<file path="src/rtl/bscan_chain.sv">
`timescale 1ns/1ps
module bscan_chain #(
  parameter int NCELLS = 10,
  parameter int NPINS  = 6,
  parameter int CELL_KIND [NCELLS] = '{0, 1, 4, 2, 2, 4, 3, 4, 2, 0},
  parameter int CELL_PIN  [NCELLS] = '{0, 1, 2, 2, 3, 4, 4, 5, 5, 5},
  parameter int CELL_CTL  [NCELLS] = '{0, 0, 0, 2, 2, 0, 5, 0, 7, 0}
) (
  input  logic             clk,
  input  logic             rst_n,
  input  logic             shift_dr,
  input  logic             clock_dr,
  input  logic             update_dr,
  input  logic             mode,
  input  logic             bypass_sel,
  input  logic             highz,
  input  logic             scan_in,
  output logic             scan_out,
  input  logic [NPINS-1:0] core_out,
  input  logic [NPINS-1:0] core_oe,
  input  logic [NPINS-1:0] pin_in,
  output logic [NPINS-1:0] pin_out,
  output logic [NPINS-1:0] pin_oe
);
  localparam int K_IN   = 0;
  localparam int K_OUT2 = 1;
  localparam int K_OUT3 = 2;
  localparam int K_BIDI = 3;
  localparam int K_CTL  = 4;

  logic [NCELLS-1:0] cap, upd, par;
  logic              byp;

  always_comb begin
    for (int i = 0; i < NCELLS; i++) begin
      case (CELL_KIND[i])
        K_IN, K_BIDI: par[i] = pin_in[CELL_PIN[i]];
        K_CTL:        par[i] = core_oe[CELL_PIN[i]];
        default:      par[i] = core_out[CELL_PIN[i]];
      endcase
    end
  end

  always_ff @(posedge clk or negedge rst_n) begin
    if (!rst_n)                       cap <= '0;
    else if (clock_dr && !bypass_sel) cap <= shift_dr ? {cap[NCELLS-2:0], scan_in} : par;
  end

  always_ff @(posedge clk or negedge rst_n) begin
    if (!rst_n)                        upd <= '0;
    else if (update_dr && !bypass_sel) upd <= cap;
  end

  always_ff @(posedge clk or negedge rst_n) begin
    if (!rst_n)                      byp <= 1'b0;
    else if (clock_dr && bypass_sel) byp <= shift_dr & scan_in;
  end

  assign scan_out = bypass_sel ? byp : cap[NCELLS-1];

  always_comb begin
    pin_out = '0;
    pin_oe  = '0;
    for (int i = 0; i < NCELLS; i++) begin
      if (CELL_KIND[i] == K_OUT2 || CELL_KIND[i] == K_OUT3 || CELL_KIND[i] == K_BIDI) begin
        pin_out[CELL_PIN[i]] = mode ? upd[i] : core_out[CELL_PIN[i]];
        if (highz)                     pin_oe[CELL_PIN[i]] = 1'b0;
        else if (CELL_KIND[i] == K_OUT2) pin_oe[CELL_PIN[i]] = 1'b1;
        else                           pin_oe[CELL_PIN[i]] = mode ? upd[CELL_CTL[i]] : core_oe[CELL_PIN[i]];
      end
    end
  end

  assert_reset_clear_R1: assert property (@(posedge clk)
    !rst_n |=> (scan_out == 1'b0 || !rst_n)) else $error("R1 chain not clear after reset");

  assert_shift_entry_R2: assert property (@(posedge clk) disable iff (!rst_n)
    (clock_dr && shift_dr && !bypass_sel) |=> cap[0] == $past(scan_in))
    else $error("R2 scan_in not shifted into first cell");

  assert_hold_stable_R4: assert property (@(posedge clk) disable iff (!rst_n)
    !update_dr |=> $stable(upd)) else $error("R4 hold stage moved without update");

  assert_pins_still_R4: assert property (@(posedge clk) disable iff (!rst_n)
    (mode && !update_dr) |=> (!mode || $stable(pin_out)))
    else $error("R4 pin data moved in test mode without update");

  assert_bypass_isolates_R7: assert property (@(posedge clk) disable iff (!rst_n)
    bypass_sel |=> ($stable(cap) && $stable(upd)))
    else $error("R7 boundary register touched while bypassed");

  assert_bypass_capture_R7: assert property (@(posedge clk) disable iff (!rst_n)
    (clock_dr && !shift_dr && bypass_sel) |=> !byp)
    else $error("R7 bypass flop did not capture 0");

  assert_all_off_R8: assert property (@(posedge clk) disable iff (!rst_n)
    highz |-> pin_oe == '0) else $error("R8 driver enabled under highz");
endmodule

</file>
<file path="config.mk">
export PLATFORM = sky130hd
export DESIGN_NAME = bscan_chain
export DESIGN_NICKNAME = d
export VERILOG_FILES = /design/src/rtl/bscan_chain.sv
export SDC_FILE = /design/constraint.sdc
export NUM_CORES = 1
export LEC_CHECK = 0
export BUFFER_PORTS_ARGS = -buffer_cell sky130_fd_sc_hd__buf_4
export CAP_MARGIN = 20
export CORE_ASPECT_RATIO = 1.2
export CORE_MARGIN = 2
export CORE_UTILIZATION = 50
export DETAILED_ROUTE_END_ITERATION = 6
export GPL_TIMING_DRIVEN = 0
export PLACE_DENSITY = 0.77
export SETUP_SLACK_MARGIN = 0.1
export SYNTH_ARGS = -nofsm -noshare
export SYNTH_HDL_FRONTEND = slang
export SYNTH_SLANG_ARGS = --single-unit
</file>
<file path="constraint.sdc">
create_clock -name clk -period 1.57 [get_ports clk]
set_clock_uncertainty 0.1 [all_clocks]
set_input_delay 0.0785 -clock clk [delete_from_list [all_inputs] [get_ports clk]]
set_output_delay 0.0785 -clock clk [all_outputs]
set_load 0.1 [all_outputs]
</file>
# Word-level counts from Yosys, hierarchy flattened
# Cells that the tools add are included.
word_totals:
  mem_bits_rw: 0
  inputBits: 27
  regBits: 20
  rom_bits: 0
  n_memories: 0
  latch_bits: 0
classes:
  order_cmp: 0
  n_eq_ne: 0
  shift: 0
  multipliers: 0
  bitwise: 1
  div: 0
  n_addsub: 0
  n_mux: 16
  reduce_logical: 4
ops:
  columns: ["op", "n"]
  rows:
  - ["$mux 1", 15]
  - ["$mux 10", 1]
  - ["$logic_and 1x1->1", 3]
  - ["$and 1x1->1", 1]
  - ["$logic_not 1->1", 1]

# Depth between registers and ports, before layout
# Gate-level depths: netlist (run 1).
logic_depth:
  ltp_word: 2
  ltp_mapped: 3

# Worst setup path before layout (run 1)
# No wires, ideal clock.
synth_timing:
  path_type: "input to output"
  from: "input port mode"
  to: "output port pin_oe[2]"
  cell_stages: 3
  setup_slack_ns: -0.483
  n_path_buf: 1
  arrival_ns: 1.875
  path_cell_list: "buf_2 nand2b_1 a21oi_1"
synth_between:
  elab_chain_cells: 2
synth_lines:
  columns: ["item", "line_no", "source"]
  rows:
  - ["from (decl)", "14", "input logic mode,"]
  - ["$mux 1", "69", "else pin_oe[CELL_PIN[i]] = mode ? upd[CELL_CTL[i]] : core_oe[CELL_PIN[i]];"]
  - ["$mux 1", "67", "if (highz) pin_oe[CELL_PIN[i]] = 1'b0;"]
  - ["to (decl)", "23", "output logic [NPINS-1:0] pin_oe"]
# Every way passes these cells.

# Worst setup path after layout (run 1)
layout_timing:
  from: "register cap[9]"
  to: "output port scan_out"
layout_between:
  elab_chain_cells: 1
layout_lines:
  columns: ["item", "line_no", "source"]
  rows:
  - ["from (decl)", "31", "logic [NCELLS-1:0] cap, upd, par;"]
  - ["from (signal assigned)", "46", "else if (clock_dr && !bypass_sel) cap <= shift_dr ? {cap[NCELLS-2:0], scan_in} : par;"]
  - ["$mux 1", "59", "assign scan_out = bypass_sel ? byp : cap[NCELLS-1];"]
  - ["to (decl)", "18", "output logic scan_out,"]
# Every way passes these cells.

==> results of run 1 <==
-- area by class of cell --
type	count	share of cell area [%]
Inverter	1	0.2676
Sequential cell	19	33.90
Tap cell	20	1.784
Buffer	6	3.122
Timing Repair Buffer	34	18.91
Clock buffer	4	1.873
Multi-Input combinational cell	49	40.14
-- logic make-up (layout without fill, tap and decap cells) --
logic type | count (synthesis) | in the layout
multiplexers | 36 | 36
AO/OA/AOI/OAI | 4 | 4
AND/OR/NAND/NOR | 7 | 7
buffers and inverters | 7 | 45
other | 1 | 2
flip-flops | 19 | 19
-- where the power goes --
part | switching [mW] | leakage, nW | internal (mW)
combinational | 0.530 | 0.451 | 0.356
sequential | 0.0879 | 0.226 | 0.632
clock | 0.146 | 0.0150 | 0.0989
-- worst register-to-register path, delay by kind of cell, from the launching register on --
family | cells | cell delay, ps
muxes | 2 | 520
DFF | 1 | 420
-- sequential cells by signal, summed over array words and instances, names as in the netlist --
name  count
cap      10
byp       1
upd       8
-- Yosys cell counts --
library cell / instances
nand2b_1: 3
buf_6: 1
a41o_2: 1
conb_1: 1
buf_2: 2
a21boi_0: 1
nor2_1: 2
a21oi_1: 2
inv_1: 1
mux2_2: 16
mux2i_1: 2
dfrtp_1: 19
buf_4: 3
nor2b_1: 1
nand2_1: 1
mux2_4: 18
-- layer usage --
layer	global-route usage [%]	vias up	part of all wire, %	routed length (um)
met5	0	-	0	0
met4	8.571	0	2.1	40
met3	1.980	5	5.4	105
met2	29.86	25	50	966
met1	22.06	359	43	834
li1	-	332	-	-
-- stage by stage --
step | hold slack [ps] | util (%) | cells
global placement | -135.4 | 65.93 | 125
finish | 32.09 | 69.20 | 133
detailed placement | -132.5 | 65.93 | 125
floorplan | -317.1 | - | 75
CTS | 23.16 | 69.20 | 133
global route | 26.58 | 69.20 | 133
-- path summary, 6_finish.rpt --
path / endpoint / start / slack [ps]
min reg2reg: upd[2]$_DFFE_PN0P_ / upd[2]$_DFFE_PN0P_ / 410
max: scan_out / cap[9]$_DFFE_PN0P_ / 200
max reg2reg: cap[8]$_DFFE_PN0P_ / cap[7]$_DFFE_PN0P_ / 430
min in group asynchronous: cap[2]$_DFFE_PN0P_ / rst_n / 80
min: cap[9]$_DFFE_PN0P_ / pin_in[5] / 30
max in group asynchronous: cap[9]$_DFFE_PN0P_ / rst_n / 1090
==> metrics.txt, run 1 <==
pre-CTS setup slack 431.8 ps; drt pass-1 iters 4; FILL cells 144; Max clock buf depth 2; Gates resized, CTS repair 0; Max VDD drop 0.7068 mV; Worst Reg-to-Reg Cells 2; Setup crit end kind output pin; largest net degree at the start of global routing 20; drt via density 5.421; crit-path cells mux2_2, buf_4; n_diodes 0; Synth Area in Adders 0%; post-synthesis cell type count 16; H-tree depth 1; cts bufs inserted 3; DRC 0; WL final 1946 um; WL/cell 14.63 um; Slew Limit Fails 0; die area 2511 um^2; Final setup viols 0; worst-path fanout max 2; global route overflow 0; Die W 46.08 um; CTS tree done; Root Driver clkbuf_4; sequential area share after synthesis 44.76%; first-pass GRT wire length 3125 um; Mean Syn Cell Area 14.35 um^2; CP max stage cell dfrtp_1; post-CTS setup buffers 0; hold_buf cts 4; routability cong. 0.7301; XOR/XNOR Fraction of Synth Area 0%; register bit count reported by yosys 19; Clock transition at path regs 100 ps; design area 1403 um^2; Nets 141; period utilization 87.18%; Register Area 475.5 um^2; io pins 40; IO buf count 30; synth top area cells dfrtp_1 (45%), mux2_4 (25%), mux2_2 (17%), buf_4 (2.1%), mux2i_1 (1.9%); f_max 730.6 MHz; starting density of the core 52.41%; Area Overhead vs Synth 32.04%; multi-input combinational cell area 563.0 um^2; number of global-route vias before repair 696; Lkg Pwr 0.6926 nW; Placement Cell Area 1336 um^2; most frequent cells in the layout buf_4 (33), dfrtp_1 (19), mux2_4 (18); Pwr Total 1.851 mW; Cell Area, Synth 1062 um^2; data required time of the worst path 1390 ps; Crit path max-delay family flip-flops; Clock Sinks 19; fin worst setup slack 201.3 ps; Synth Warn # 0; multiplexer share of the synthesized area 44.29%; Compound-Gate Fraction of Synth Area 2.709%; Cell Rows 18; Post-Synth Simple-Gate Area 3.416%; type of origin of the critical path flop; vias 721; crit path buf inv count 1; CORE AREA 2027 um^2; CP Depth 2; cells after synthesis 74; Yosys top cell area share 44.76%; initial antenna violation count 0; share of cells above drive strength 1 69.03%; clk_lat worst skew 290 ps; number of max-cap violations 0; worst path arrival time 1190 ps; kind of critical path reg -> out; Iter 0 DRT Violations 3; Global Route Usage Sum 17.66%; Hold Crit Depth 3; Die Y 54.49 um; Yosys top cell by area dfrtp_1; pwr dens 1320 nW/um^2; Tmin final 1369 ps; Slowest Stage Delay on Critical Path 400 ps; status finished clean; ANT nets after route 0; most common cell after layout, fill and taps aside buf_4; RSZ-0062 raised after global routing no; Setup Total Neg Slack 0 ps; Final Hold Viols 0; Hold WC Path Type in -> reg; largest family of logic cells by synthesized area multiplexers
Note: power is estimated with default switching activity, not from simulation.
==> run 2, diff against run 1 <==
ABC_AREA = 1   (was not set)
==> run 2 against run 1 <==
  * Clock power grew 6%
  * Non-clock buffer count grew 12
  * Power shrank 22%
  * Via count grew 49%
  * Combinational power shrank 37%
  * Die area shrank 1.4%
  * Highest routed layer unchanged
  * Sequential share of layout area shrank 2.1 points
  * Critical path type is now in -> out
  * Synthesized cell count grew 100%
  * Clock-buffer cell count shrank 1
  * Fmax shrank 2.7%
  * Largest cell class unchanged
  * Flip-flop and latch count is the same
  * Critical endpoint is now pin_oe[4]
==> metrics.txt, run 2 <==
routability cong. 0.7978 (+9.3%); number of global-route vias before repair 1021 (+47%); vias 1077 (+49%); Comb power frac 39.0% (-8.9 points); WL final 2524 um (+30%); H-tree depth 1 (unchanged); Area Overhead vs Synth 42.82%; most frequent cells in the layout nand2_1 (99), buf_4 (32), dfrtp_1 (19); Final setup viols 0 (unchanged); global route overflow 0 (unchanged); CTS tree done; internal power 0.8352 mW (-23%); number of synthesized flops with an enable pin 0 (unchanged); Clock Sinks 19 (unchanged); Mean Syn Cell Area 6.973 um^2 (-51%); ANT nets after route 0 (unchanged); Clock transition at path regs 120 ps (+20 ps); Max VDD drop 0.6529 mV (-7.6%); Iter 0 DRT Violations 22 (+19); period utilization 89.63% (+2.5 points); die area 2476 um^2 (-1.4%); worst path arrival time 1230 ps (+40 ps); Reg with most FFs cap; synth top area cells dfrtp_1 (45%), nand2_1 (36%), buf_6 (4.3%), nand3_1 (3.8%), buf_4 (2.2%); max reg flops 10 (unchanged); Pwr Total 1.437 mW (-22%); drt via density 4.895 (-9.7%); sequential area share after synthesis 45.45% (+0.70 points); Hold WC Path Type in -> async; Yosys top cell by area dfrtp_1; Nets 228 (+62%); Root Driver clkbuf_4; Psw 0.6022 mW (-21%); post-synthesis cell type count 15 (-1); pwr dens 962.2 nW/um^2 (-27%); drt pass-1 iters 4 (unchanged); first-pass GRT wire length 4215 um (+35%); Yosys top cell area share 45.45% (+0.70 points); sw frac 41.90% (+0.63 points); post-CTS setup buffers 0 (unchanged); share of cells above drive strength 1 24.50% (-45 points); RSZ-0062 raised after global routing no; biggest regs cap (10), upd (8), byp (1); initial antenna violation count 0 (unchanged); Lkg Pwr 0.8586 nW (+24%); Clock power frac 18.1% (+4.9 points); WL/cell 11.47 um (-22%); type of origin of the critical path input port; count leader, synth nand2_1; Synth Warn # 0 (unchanged); DRC 0 (unchanged); Global Route Usage Sum 23.64% (+6.0 points); status finished clean; cells after synthesis 150 (+100%); Final Hold Viols 0 (unchanged); commonest cells in the netlist nand2_1 (99), dfrtp_1 (19), nand3_1 (8), buf_6 (4), nor2_1 (4); worst-path fanout max 2 (unchanged); Die W 45.76 um (-0.69%); Die Y 54.11 um (-0.71%); Async SR Flop Fraction 100.0% (unchanged); f_max 710.6 MHz (-2.7%); cts bufs inserted 3 (unchanged); reg2reg setup slack 290 ps (-140 ps); part of the power in registers 42.9% (+4.0 points); Setup crit end kind output pin; Cell Rows 18 (unchanged); largest net degree at the start of global routing 20 (unchanged); clk_lat worst skew 310 ps (+20 ps); number of max-cap violations 0 (unchanged); n_diodes 0 (unchanged); kind of critical path in -> out; CORE AREA 2027 um^2 (unchanged); Tmin final 1407 ps (+38.54 ps); Slew Limit Fails 0 (unchanged); Max clock buf depth 2 (unchanged); register bit count reported by yosys 19 (unchanged); Setup Total Neg Slack 0 ps (unchanged); ys flop type dfrtp_1; data required time of the worst path 1390 ps (about the same); io pins 40 (unchanged); starting density of the core 51.60% (-0.80 points); IO buf count 29 (-3.3%); Cell Area, Synth 1046 um^2 (-1.5%); Post-DP HPWL 1787 um; most common cell after layout, fill and taps aside nand2_1
==> run 2: through the flow <==
| step | hold WS, ps | setup slack, ps | std cells | util (%) | cell area (um^2) |
|---|---|---|---|---|---|
| 6_report | 52.76 | 162.8 | 220 | 73.70 | 1494 |
| 4_1_cts | 65.35 | 162.7 | 220 | 73.70 | 1494 |
| 2_1_floorplan | -317.1 | -484.3 | 151 | - | 1064 |
| 3_5_place_dp | -132.5 | 543.0 | 200 | 64.44 | 1306 |
| 3_3_place_gp | -135.6 | 567.1 | 200 | 64.44 | 1306 |
| 5_1_grt | 83.97 | 121.1 | 220 | 73.70 | 1494 |
==> run 2: worst paths after layout <==
path | start | endpoint | depth (start not counted)
min in group clk | shift_dr | cap[2]$_DFFE_PN0P_ | 6
max in group asynchronous | rst_n | cap[9]$_DFFE_PN0P_ | 2
max | core_oe[4] | pin_oe[4] | 5
min reg2reg | upd[8]$_DFFE_PN0P_ | upd[8]$_DFFE_PN0P_ | 2
max reg2reg | byp$_DFFE_PN0P_ | byp$_DFFE_PN0P_ | 3
min | rst_n | upd[1]$_DFFE_PN0P_ | 2
==> run 2: cell type report <==
cell class,count,area (um^2)
plain buffers,7,67.56
clock buffers,3,22.52
clock inverters,1,5.005
fillers,175,533.0
inverters,5,25.02
multi-input cells,120,495.5
flip-flops and latches,19,475.5
well taps,20,25.02
repair buffers,45,377.9
==> run 2: power groups by stage <==
| stage | Combinational, mW | Clock (mW) | Sequential [mW] |
|---|---|---|---|
| global route | 0.604 | 0.278 | 0.627 |
| CTS | 0.562 | 0.263 | 0.616 |
| finish | 0.560 | 0.260 | 0.617 |
| global placement | 0.517 | 0 | 0.620 |
| floorplan | 0.405 | 0 | 0.610 |
| detailed placement | 0.526 | 0 | 0.626 |
==> run 2: logic make-up after synthesis <==
| group | count (synthesis) | synth area share, % |
|---|---|---|
| other | 1 | 0.3585 |
| AO/OA/AOI/OAI | 5 | 2.392 |
| flip-flops | 19 | 45.45 |
| buffers and inverters | 12 | 8.492 |
| AND/OR/NAND/NOR | 113 | 43.30 |
==> run 2: worst max-delay path: stages <==
cell and delay, ps:
dlygate4sd3_1 540, buf_4 140, o21ai_0 190, nor2_2 50
buf_4 230
==> run 2: routing by layer <==
metal	up-vias	wire length [um]	track usage [%]
met3	5	108	2.349
met4	0	45	11.90
met5	-	0	0
met1	491	1093	27.91
li1	551	-	-
met2	30	1276	41.78
==> run 2: timing repair <==
action / 4_1_cts / 5_1_grt
endpoints found under the setup margin: 0 / 0
hold endpoints to repair: 38 / 0
hold buffers: 16 / 0
resized for setup: 0 / 0
